--- src/rtl/can_mailbox_bank.sv ---
module can_mailbox_bank #(
  parameter int NSLOT = 15,
  parameter int IDW   = 11,
  parameter int SW    = $clog2(NSLOT + 1)
) (
  input  logic           clk,
  input  logic           rst_n,
  input  logic           cfg_we,
  input  logic [SW-1:0]  cfg_slot,
  input  logic [2:0]     cfg_sel,
  input  logic [31:0]    cfg_wdata,
  input  logic [SW-1:0]  rd_slot,
  input  logic [2:0]     rd_sel,
  output logic [31:0]    rd_data,
  output logic           tx_valid,
  output logic [SW-1:0]  tx_slot,
  output logic [IDW-1:0] tx_id,
  output logic [3:0]     tx_dlc,
  output logic [63:0]    tx_data,
  input  logic           tx_done,
  input  logic [SW-1:0]  tx_done_slot,
  input  logic           rx_valid,
  input  logic [IDW-1:0] rx_id,
  input  logic [3:0]     rx_dlc,
  input  logic [63:0]    rx_data,
  output logic           irq,
  output logic [NSLOT-1:0] irq_pend
);
  localparam logic [SW-1:0] LAST = SW'(NSLOT - 1);

  logic [NSLOT-1:0] en_q, dir_q, rxie_q, txie_q, txreq_q, nd_q, lost_q, irq_q;
  logic [IDW-1:0]   id_q   [NSLOT];
  logic [IDW-1:0]   mask_q [NSLOT];
  logic [3:0]       dlc_q  [NSLOT];
  logic [63:0]      dat_q  [NSLOT];
  logic [IDW-1:0]   sh_id;
  logic [3:0]       sh_dlc;
  logic [63:0]      sh_dat;
  logic             sh_full, ovr_q;

  wire wr_ok   = cfg_we && cfg_slot != '0 && cfg_slot <= SW'(NSLOT);
  wire [SW-1:0] wi = cfg_slot - 1'b1;
  wire cmd     = wr_ok && cfg_sel == 3'd6;
  wire rel15   = cmd && cfg_wdata[2] && wi == LAST;
  wire done_ok = tx_done && tx_done_slot != '0 && tx_done_slot <= SW'(NSLOT);
  wire [SW-1:0] di = tx_done_slot - 1'b1;
  wire [SW-1:0] ri = rd_slot - 1'b1;

  logic          rx_hit;
  logic [SW-1:0] rx_tgt, tx_idx;
  always_comb begin
    rx_hit = 1'b0;
    rx_tgt = LAST;
    for (int i = NSLOT - 2; i >= 0; i--)
      if (en_q[i] && !dir_q[i] && ((rx_id ^ id_q[i]) & mask_q[i]) == '0) begin
        rx_hit = 1'b1;
        rx_tgt = SW'(i);
      end
    tx_idx = '0;
    for (int i = NSLOT - 1; i >= 0; i--)
      if (txreq_q[i]) tx_idx = SW'(i);
  end
  wire rx15 = rx_valid && !rx_hit;

  assign tx_valid = |txreq_q;
  assign tx_slot  = tx_idx + 1'b1;
  assign tx_id    = id_q[tx_idx];
  assign tx_dlc   = dlc_q[tx_idx];
  assign tx_data  = dat_q[tx_idx];
  assign irq_pend = irq_q;
  assign irq      = |irq_q;

  always_comb begin
    rd_data = '0;
    if (rd_slot != '0 && rd_slot <= SW'(NSLOT))
      case (rd_sel)
        3'd0: rd_data = {22'd0, (ri == LAST) && sh_full, (ri == LAST) && ovr_q,
                         irq_q[ri], lost_q[ri], nd_q[ri], txreq_q[ri],
                         txie_q[ri], rxie_q[ri], dir_q[ri], en_q[ri]};
        3'd1: rd_data = 32'(id_q[ri]);
        3'd2: rd_data = 32'(mask_q[ri]);
        3'd3: rd_data = 32'(dlc_q[ri]);
        3'd4: rd_data = dat_q[ri][31:0];
        3'd5: rd_data = dat_q[ri][63:32];
        default: rd_data = '0;
      endcase
  end

  always_ff @(posedge clk) begin
    if (!rst_n) begin
      {en_q, dir_q, rxie_q, txie_q, txreq_q, nd_q, lost_q, irq_q} <= '0;
      for (int i = 0; i < NSLOT; i++) begin
        id_q[i] <= '0; mask_q[i] <= '0; dlc_q[i] <= '0; dat_q[i] <= '0;
      end
      sh_id <= '0; sh_dlc <= '0; sh_dat <= '0; sh_full <= 1'b0; ovr_q <= 1'b0;
    end else begin
      if (wr_ok)
        case (cfg_sel)
          3'd0: begin
            en_q[wi]   <= cfg_wdata[0];
            dir_q[wi]  <= cfg_wdata[1] && wi != LAST;
            rxie_q[wi] <= cfg_wdata[2];
            txie_q[wi] <= cfg_wdata[3];
          end
          3'd1: id_q[wi]          <= cfg_wdata[IDW-1:0];
          3'd2: mask_q[wi]        <= cfg_wdata[IDW-1:0];
          3'd3: dlc_q[wi]         <= cfg_wdata[3:0];
          3'd4: dat_q[wi][31:0]   <= cfg_wdata;
          3'd5: dat_q[wi][63:32]  <= cfg_wdata;
          3'd6: begin
            if (cfg_wdata[0] && dir_q[wi]) txreq_q[wi] <= 1'b1;
            if (cfg_wdata[1]) txreq_q[wi] <= 1'b0;
            if (cfg_wdata[2] && wi != LAST) nd_q[wi] <= 1'b0;
            if (cfg_wdata[3]) irq_q[wi] <= 1'b0;
            if (cfg_wdata[4]) begin
              lost_q[wi] <= 1'b0;
              if (wi == LAST) ovr_q <= 1'b0;
            end
          end
          default: ;
        endcase

      if (done_ok) begin
        txreq_q[di] <= 1'b0;
        if (txie_q[di]) irq_q[di] <= 1'b1;
      end

      if (rx_valid && rx_hit) begin
        id_q[rx_tgt]  <= rx_id;
        dlc_q[rx_tgt] <= rx_dlc;
        dat_q[rx_tgt] <= rx_data;
        nd_q[rx_tgt]  <= 1'b1;
        if (nd_q[rx_tgt]) lost_q[rx_tgt] <= 1'b1;
        if (rxie_q[rx_tgt]) irq_q[rx_tgt] <= 1'b1;
      end

      if (rel15 && sh_full) begin
        id_q[LAST] <= sh_id; dlc_q[LAST] <= sh_dlc; dat_q[LAST] <= sh_dat;
        if (rx15) begin
          sh_id <= rx_id; sh_dlc <= rx_dlc; sh_dat <= rx_data;
        end else sh_full <= 1'b0;
      end else if (rel15 || (rx15 && !nd_q[LAST])) begin
        if (rx15) begin
          id_q[LAST] <= rx_id; dlc_q[LAST] <= rx_dlc; dat_q[LAST] <= rx_data;
        end
        nd_q[LAST] <= rx15;
      end else if (rx15 && !sh_full) begin
        sh_id <= rx_id; sh_dlc <= rx_dlc; sh_dat <= rx_data; sh_full <= 1'b1;
      end else if (rx15) ovr_q <= 1'b1;

      if (rx15 && rxie_q[LAST] && !(nd_q[LAST] && sh_full && !rel15))
        irq_q[LAST] <= 1'b1;
    end
  end

  p_tx_pending_r5: assert property (@(posedge clk) disable iff (!rst_n)
    tx_valid |-> txreq_q[tx_slot - 1'b1]);
  p_tx_lowest_r5: assert property (@(posedge clk) disable iff (!rst_n)
    tx_valid |-> (txreq_q & ((NSLOT'(1) << (tx_slot - 1'b1)) - 1'b1)) == '0);
  p_done_clears_r6: assert property (@(posedge clk) disable iff (!rst_n)
    done_ok |=> !txreq_q[$past(di)]);
  p_ovr_cause_r9: assert property (@(posedge clk) disable iff (!rst_n)
    $rose(ovr_q) |-> $past(rx15 && nd_q[LAST] && sh_full && !rel15));
  p_shadow_order_r8: assert property (@(posedge clk) disable iff (!rst_n)
    sh_full |-> nd_q[LAST]);
endmodule

--- config.mk ---
export PLATFORM = sky130hd
export DESIGN_NAME = can_mailbox_bank
export DESIGN_NICKNAME = d
export VERILOG_FILES = /design/src/rtl/can_mailbox_bank.sv
export SDC_FILE = /design/constraint.sdc
export NUM_CORES = 2
export LEC_CHECK = 0
export ABC_AREA = 0
export BUFFER_PORTS_ARGS = -buffer_cell sky130_fd_sc_hd__buf_2
export CAP_MARGIN = 20
export CORE_ASPECT_RATIO = 0.7
export CORE_UTILIZATION = 45
export CTS_CLUSTER_SIZE = 12
export DETAILED_ROUTE_END_ITERATION = 8
export GPL_TIMING_DRIVEN = 1
export PLACE_DENSITY_LB_ADDON = 0.25
export SETUP_SLACK_MARGIN = 0.05
export SYNTH_ARGS = -nofsm -noshare
export SYNTH_HDL_FRONTEND = slang
export SYNTH_SLANG_ARGS = --single-unit
export TNS_END_PERCENT = 20
--- constraint.sdc ---
create_clock -name clk -period 7.35 [get_ports clk]
set_input_delay 0.735 -clock clk [delete_from_list [all_inputs] [get_ports clk]]
set_output_delay 0.735 -clock clk [all_outputs]
set_load 0.02 [all_outputs]
# [After elaboration in Yosys (flattened, before gate mapping)]
# Memory sizes are Yosys's and may differ from the RTL's.
# Cells that the tools add are included.
[totals] ram_bits=1350 in_bits=134 n_memories=4 elab_cells=419 reg_bits=201 out_inout_bits=132
[mem_list] memory="dat_q" depth=15 word_bits=64 rd=2 rd_ports_with_merged_regs=0 write_ports=15 line_no="35" text="logic [63:0] dat_q [NSLOT];"
[mem_list] memory="id_q" depth=15 word_bits=11 rd=16 rd_ports_with_merged_regs=0 write_ports=15 line_no="32" text="logic [IDW-1:0] id_q [NSLOT];"
[mem_list] memory="mask_q" depth=15 word_bits=11 rd=15 rd_ports_with_merged_regs=0 write_ports=15 line_no="33" text="logic [IDW-1:0] mask_q [NSLOT];"
[mem_list] memory="dlc_q" depth=15 word_bits=4 rd=2 rd_ports_with_merged_regs=0 write_ports=15 line_no="34" text="logic [3:0] dlc_q [NSLOT];"
[classes] n_bitwise=66 n_reduce_logical=105 magnitude_cmp=10 mux=196 eq_ne=21 n_addsub=4
[ops] op="64-bit 2-to-1 mux" count=8
[ops] op="15-bit 2-to-1 mux" count=29
[ops] op="32-bit case mux with 6 select lines" count=1
[ops] op="4-bit 2-to-1 mux" count=43
[ops] op="11-bit bitwise AND" count=14
[ops] op="11-bit logical NOT" count=14
[ops] op="11-bit XOR" count=14
[ops] op="64-bit OR reduction" count=2
[ops] op="11-bit 2-to-1 mux" count=9
[ops] op="32-bit 2-to-1 mux" count=3
[ops] op="1-bit 2-to-1 mux" count=82
[ops] op="15-bit bitwise AND" count=5
[ops] op="15-bit bitwise OR" count=5
[ops] op="15-bit bitwise mux" count=4
[ops] op="1-bit logical AND" count=53
[ops] op="1-bit binary-select mux with 4-bit select" count=12
[ops] op="11-bit OR reduction" count=3
[ops] op="15-bit NOT" count=2
[ops] op="15-bit OR reduction" count=2
[ops] op="4-bit equality test, second input constant" count=6
[ops] op="4-bit by 5-bit < comparator with 1-bit output, second input constant" count=4
[ops] op="1-bit logical NOT" count=19
[ops] op="3-bit equality test, second input constant" count=5
[ops] op="1-bit demux with 4-bit select" count=3
[ops] op="other kinds (20)" count=60

# [Depth between registers and ports, before layout]
# An unclocked memory read counts as a cell.
[logic_depth] ltp_word=33 ltp_mapped=17 ltp_nobuf=11

# [Worst setup path before layout]
# No wires, ideal clock.
[synth_path] path_kind="input to register" startpoint="input cfg_slot[0]" endpoint="memory dat_q[12][32] (enable)" arrival_ps=5732 required_time_ps=6884 path_stages=16 path_buffers=6 setup_ps=466 setup_slack_ps=1153 path_cell_list="buf_4 > inv_1 > ha_1 > o21ai_1 > mux2i_1 > a32o_1 > and2_1 > clkbuf_1 > nand4_1 > and4_1 > buf_2 > a211o_1 > buf_4 > buf_6 > buf_2 > o21ai_0"
[synth_lines] element="from (decl)" line_no="9" text="input logic [SW-1:0] cfg_slot,"
[synth_lines] element="to (decl)" line_no="35"

# [Final worst setup path]
[layout_path] startpoint="input rd_slot[0]" endpoint="output rd_data[7]"
[layout_between] elab_chain_len=5 word_cells_on_any_way=11 cone_classes="1 x add/sub; 1 x order compare; 4 x mux; 2 x reduce/logical; 3 x memory"
[layout_rtl] element="from (decl)" line_no="12" text="input logic [SW-1:0] rd_slot,"
[layout_rtl] element="4-bit by 1-bit subtractor with 4-bit output" line_no="47" text="wire [SW-1:0] ri = rd_slot - 1'b1;"
[layout_rtl] element="1-bit binary-select mux with 4-bit select" line_no="78" text="irq_q[ri], lost_q[ri], nd_q[ri], txreq_q[ri],"
[layout_rtl] element="1-bit 2-to-1 mux (not written as such)" line_no="78"
[layout_rtl] element="32-bit case mux with 6 select lines" line_no="76" text="case (rd_sel)"
[layout_rtl] element="32-bit 2-to-1 mux (*)" line_no="75" text="if (rd_slot != '0 && rd_slot <= SW'(NSLOT))"
[layout_rtl] element="to (decl)" line_no="14" text="output logic [31:0] rd_data,"
# Every way passes the cells marked *; elsewhere a longest branch is shown, timed or not. The select of a mux whose other input is x is not followed.

==> qor.csv <==
stage,metric,value,unit
critical_path,cp-startpoint,rd_slot[0],
route,final_antenna_net_count,0,
pwr,p_leak,0.03504,µW
sta,slew_headroom,0.1828,
floorplanning,die_y,381.6,µm
clock_tree,clk_pin_slew,60,ps
clock_tree,cts-root-buf,clkbuf_16,
finish,drive_gt1_frac,0.2401,
floorplanning,row_count,138,
pwr,comb_power_share,0.124,
run_status,violations,design-rule violations,
route,drt_first_pass_iters,9,
critical_path,crit_fanout,37,
pwr,netSwitchingPower,6041,µW
global_routing,grt_overflow,0,
sta,max_freq,0.1521,GHz
finish,nFillCells,17320,
finish,multi_input_comb_area,41490,µm²
critical_path,worstSetupEndpointType,output pin,
sta,worst_pin_slew,1226,ps
placement,numPortBuffers,265,
yosys,synth_edf_count,1440,
clock_tree,cts_setup_buffers,0,
pwr,power.density,221.1,nW/µm²
route,viasPerCell,7.559,
floorplanning,fp.dieW,544.3,µm
yosys,syn_inst,7013,
sta,final.period_utilization,0.8945,
worst_hold_path,hold_class,in -> reg,
pwr,ir_drop,0.0001815,V
placement,hpwl,247000,µm
yosys,synthDistinctLibCells,80,
yosys,synth_top_area_share,0.4668,
route,via_count,72510,
critical_path,crit_path_start_kind,primary input,
clock_tree,cts_inserted_buffers,179,
route,first_iter_violations,14210,
global_routing,grt_max_degree,148,
sta,finalSetupTns,0,ps
pwr,pwr-share-seq,0.479,
sta,setup_violations,0,
global_routing,grtUsageTotal,0.3750,
pwr,power.internal,16480,µW
route,wire_per_inst,41.34,µm
sta,rsz0062_at_grt,false,
sta,skew,61.88,ps
pwr,p_clk_frac,0.397,
route,drt_wl_total,396500,µm
critical_path,crit_type,in -> out,
sta,hold_viol,0,
global_routing,grt_pass1_vias,67230,
yosys,ys_seq_elements,1641,
critical_path,cp.required,6610,ps
pwr,p_sw_frac,0.2682,
yosys,ys.flop_type,edfxtp_1,
clock_tree,clkSinkCount,1641,
placement,place.gp.congestion,1.031,
run,drv_cap,0,
clock_tree,cts_tree,yes,
sta,hold_ws,257.3,ps
global_routing,grt_first_pass_wirelength,544500,µm
run_status,outcome,"complete, but fails checks",
floorplanning,start_util,0.4555,
finish,synthToLayoutAreaGrowth,9.954,%
floorplanning,boundaryPins,266,
finish,regArea,47270,µm²
finish,fin_nets,6849,
yosys,yosysWarningCount,0,
floorplanning,core,203400,µm²
floorplanning,die_area,207700,µm²
sta,drv_slew,0,
route,drcViolationCount,13,
yosys,synthArstFlopShare,0,
critical_path,worstReg2RegStart,id_q[6][5]$_DFFE_PP_,
clock_tree,cts_hold_buf,0,
yosys,syn_nets,7159,
yosys,netlist_top_cells_area,"edfxtp_1, mux4_2, a22o_1",
clock_tree,clock_path_buffers,4,
critical_path,cp.arrival,5840,ps
sta,fin_crit,6575,ps
yosys,syn_avg_cell_area,13.21,µm²
global_routing,antenna_found_initial,60,
clock_tree,cts_resized,0,
yosys,synth_seq_area_share,0.5102,
worst_hold_path,hold_start,rx_data[21],
yosys,yosys.area.top_type,edfxtp_1,
yosys,syn_area,92640,µm²
clock_tree,clock_latency,870,ps
clock_tree,ctsHtreeMaxLevel,4,
==> sequential cells by signal (all words and copies together) (netlist names) <==
register / flops
sh_full: 1
sh_dat: 64
mask_q: 176
rxie_q: 15
en_q: 15
sh_dlc: 4
ovr_q: 1
dat_q: 1024
lost_q: 15
irq_pend: 15
id_q: 176
nd_q: 15
dlc_q: 64
sh_id: 11
txie_q: 15
dir_q: 15
txreq_q: 15
==> cell usage after synthesis (all sizes together) (11+ instances only) <==
| cell type | count |
|---|---|
| edfxtp | 1440 |
| a22o | 896 |
| mux4 | 741 |
| nand2 | 654 |
| clkbuf | 611 |
| buf | 403 |
| a22oi | 260 |
| o21ai | 248 |
| dfxtp | 201 |
| a21oi | 199 |
| and2 | 187 |
| xor2 | 156 |
| nor2 | 133 |
| mux2i | 127 |
| o31ai | 127 |
| inv | 83 |
| a211oi | 78 |
| nor2b | 65 |
| a222oi | 61 |
| nor3 | 55 |
| nand3 | 51 |
| o211ai | 36 |
| nand2b | 24 |
| a21o | 19 |
| nand4 | 13 |
| ha | 12 |
| mux2 | 12 |
| o21bai | 12 |
| a32o | 11 |
==> power by group through the flow <==
stage	Clock, µW	Sequential [µW]	Combinational, µW
after floorplan	0	10800	1630
after global placement	0	10900	2640
after detailed placement	0	11000	2660
after CTS	8910	10800	2660
after global routing	9250	10800	2820
final	8940	10800	2790
==> worst max-delay path, stage by stage <==
cell      delay (ps)
buf_8            160
clkinv_1         600
ha_4            1080
buf_12           340
nor2b_1          800
nand2_1          100
o21ai_0          110
mux4_2           450
mux2i_1          220
o21ai_0          560
a222oi_1         230
nor2_1           130
buf_2            230
==> logic make-up after synthesis <==
group	Yosys count	synth area share
AO/OA/AOI/OAI	1994	0.1646
flip-flops	1641	0.5102
AND/OR/NAND/NOR	1226	0.06371
buffers and inverters	1099	0.04927
multiplexers	880	0.1953
XOR/XNOR	161	0.01522
adder cells (fa/ha/maj)	12	0.001621
==> path summary, 6_finish.rpt <==
| check | to | slack, ps | cells past startpoint |
|---|---|---|---|
| worst min register to register | sh_dat[56]$_SDFFE_PN0P_ | 450 | 2 |
| worst min-delay path | sh_dat[21]$_SDFFE_PN0P_ | 260 | 3 |
| worst max-delay path | rd_data[7] | 780 | 13 |
| worst max register to register | dat_q[4][18]$_DFFE_PP_ | 1680 | 12 |
==> final cells by class <==
type	instances	share of cell area
Antenna cell	27	0.0006633
Clock buffer	276	0.05053
Clock inverter	38	0.003599
Inverter	85	0.003181
Multi-Input combinational cell	4273	0.4074
Sequential cell	1641	0.4640
Tap cell	2730	0.03353
Timing Repair Buffer	523	0.03711
==> through the flow <==
step / instances / power, µW / instance area, µm² / utilization / setup slack [ps]
after floorplan: 7013 / 12480 / 92640 / - / 1153
after global placement: 9241 / 13590 / 96090 / 0.4724 / 895.7
after detailed placement: 9243 / 13620 / 96120 / 0.4726 / 863.3
after CTS: 9557 / 22350 / 101600 / 0.4997 / 1093
after global routing: 9579 / 22890 / 101800 / 0.5006 / 817.3
final: 9593 / 22520 / 101900 / 0.5008 / 775.5
==> layer usage <==
layer / track usage / vias up / wire, µm
met1: 0.5287 / 36880 / 147200
met4: 0.1531 / 44 / 17500
met2: 0.4940 / 7205 / 158200
met5: 0 / - / 283
li1: - / 27340 / -
met3: 0.1712 / 1038 / 73360
==> cells in the final DEF (no fill, tap or decap), types with 64 or more instances in the layout <==
| cell type | instances |
|---|---|
| edfxtp_1 | 1440 |
| a22o_1 | 895 |
| mux4_2 | 741 |
| nand2_1 | 653 |
| buf_2 | 264 |
| a22oi_1 | 260 |
| buf_4 | 217 |
| dfxtp_1 | 201 |
| o21ai_0 | 199 |
| a21oi_1 | 198 |
| clkbuf_16 | 183 |
| and2_1 | 177 |
| xor2_1 | 156 |
| o31ai_1 | 127 |
| mux2i_1 | 127 |
| nor2_1 | 123 |
| inv_1 | 82 |
| a211oi_1 | 74 |
| clkbuf_1 | 70 |
| nor2b_1 | 64 |
Note: power is estimated with default switching activity, not from simulation.
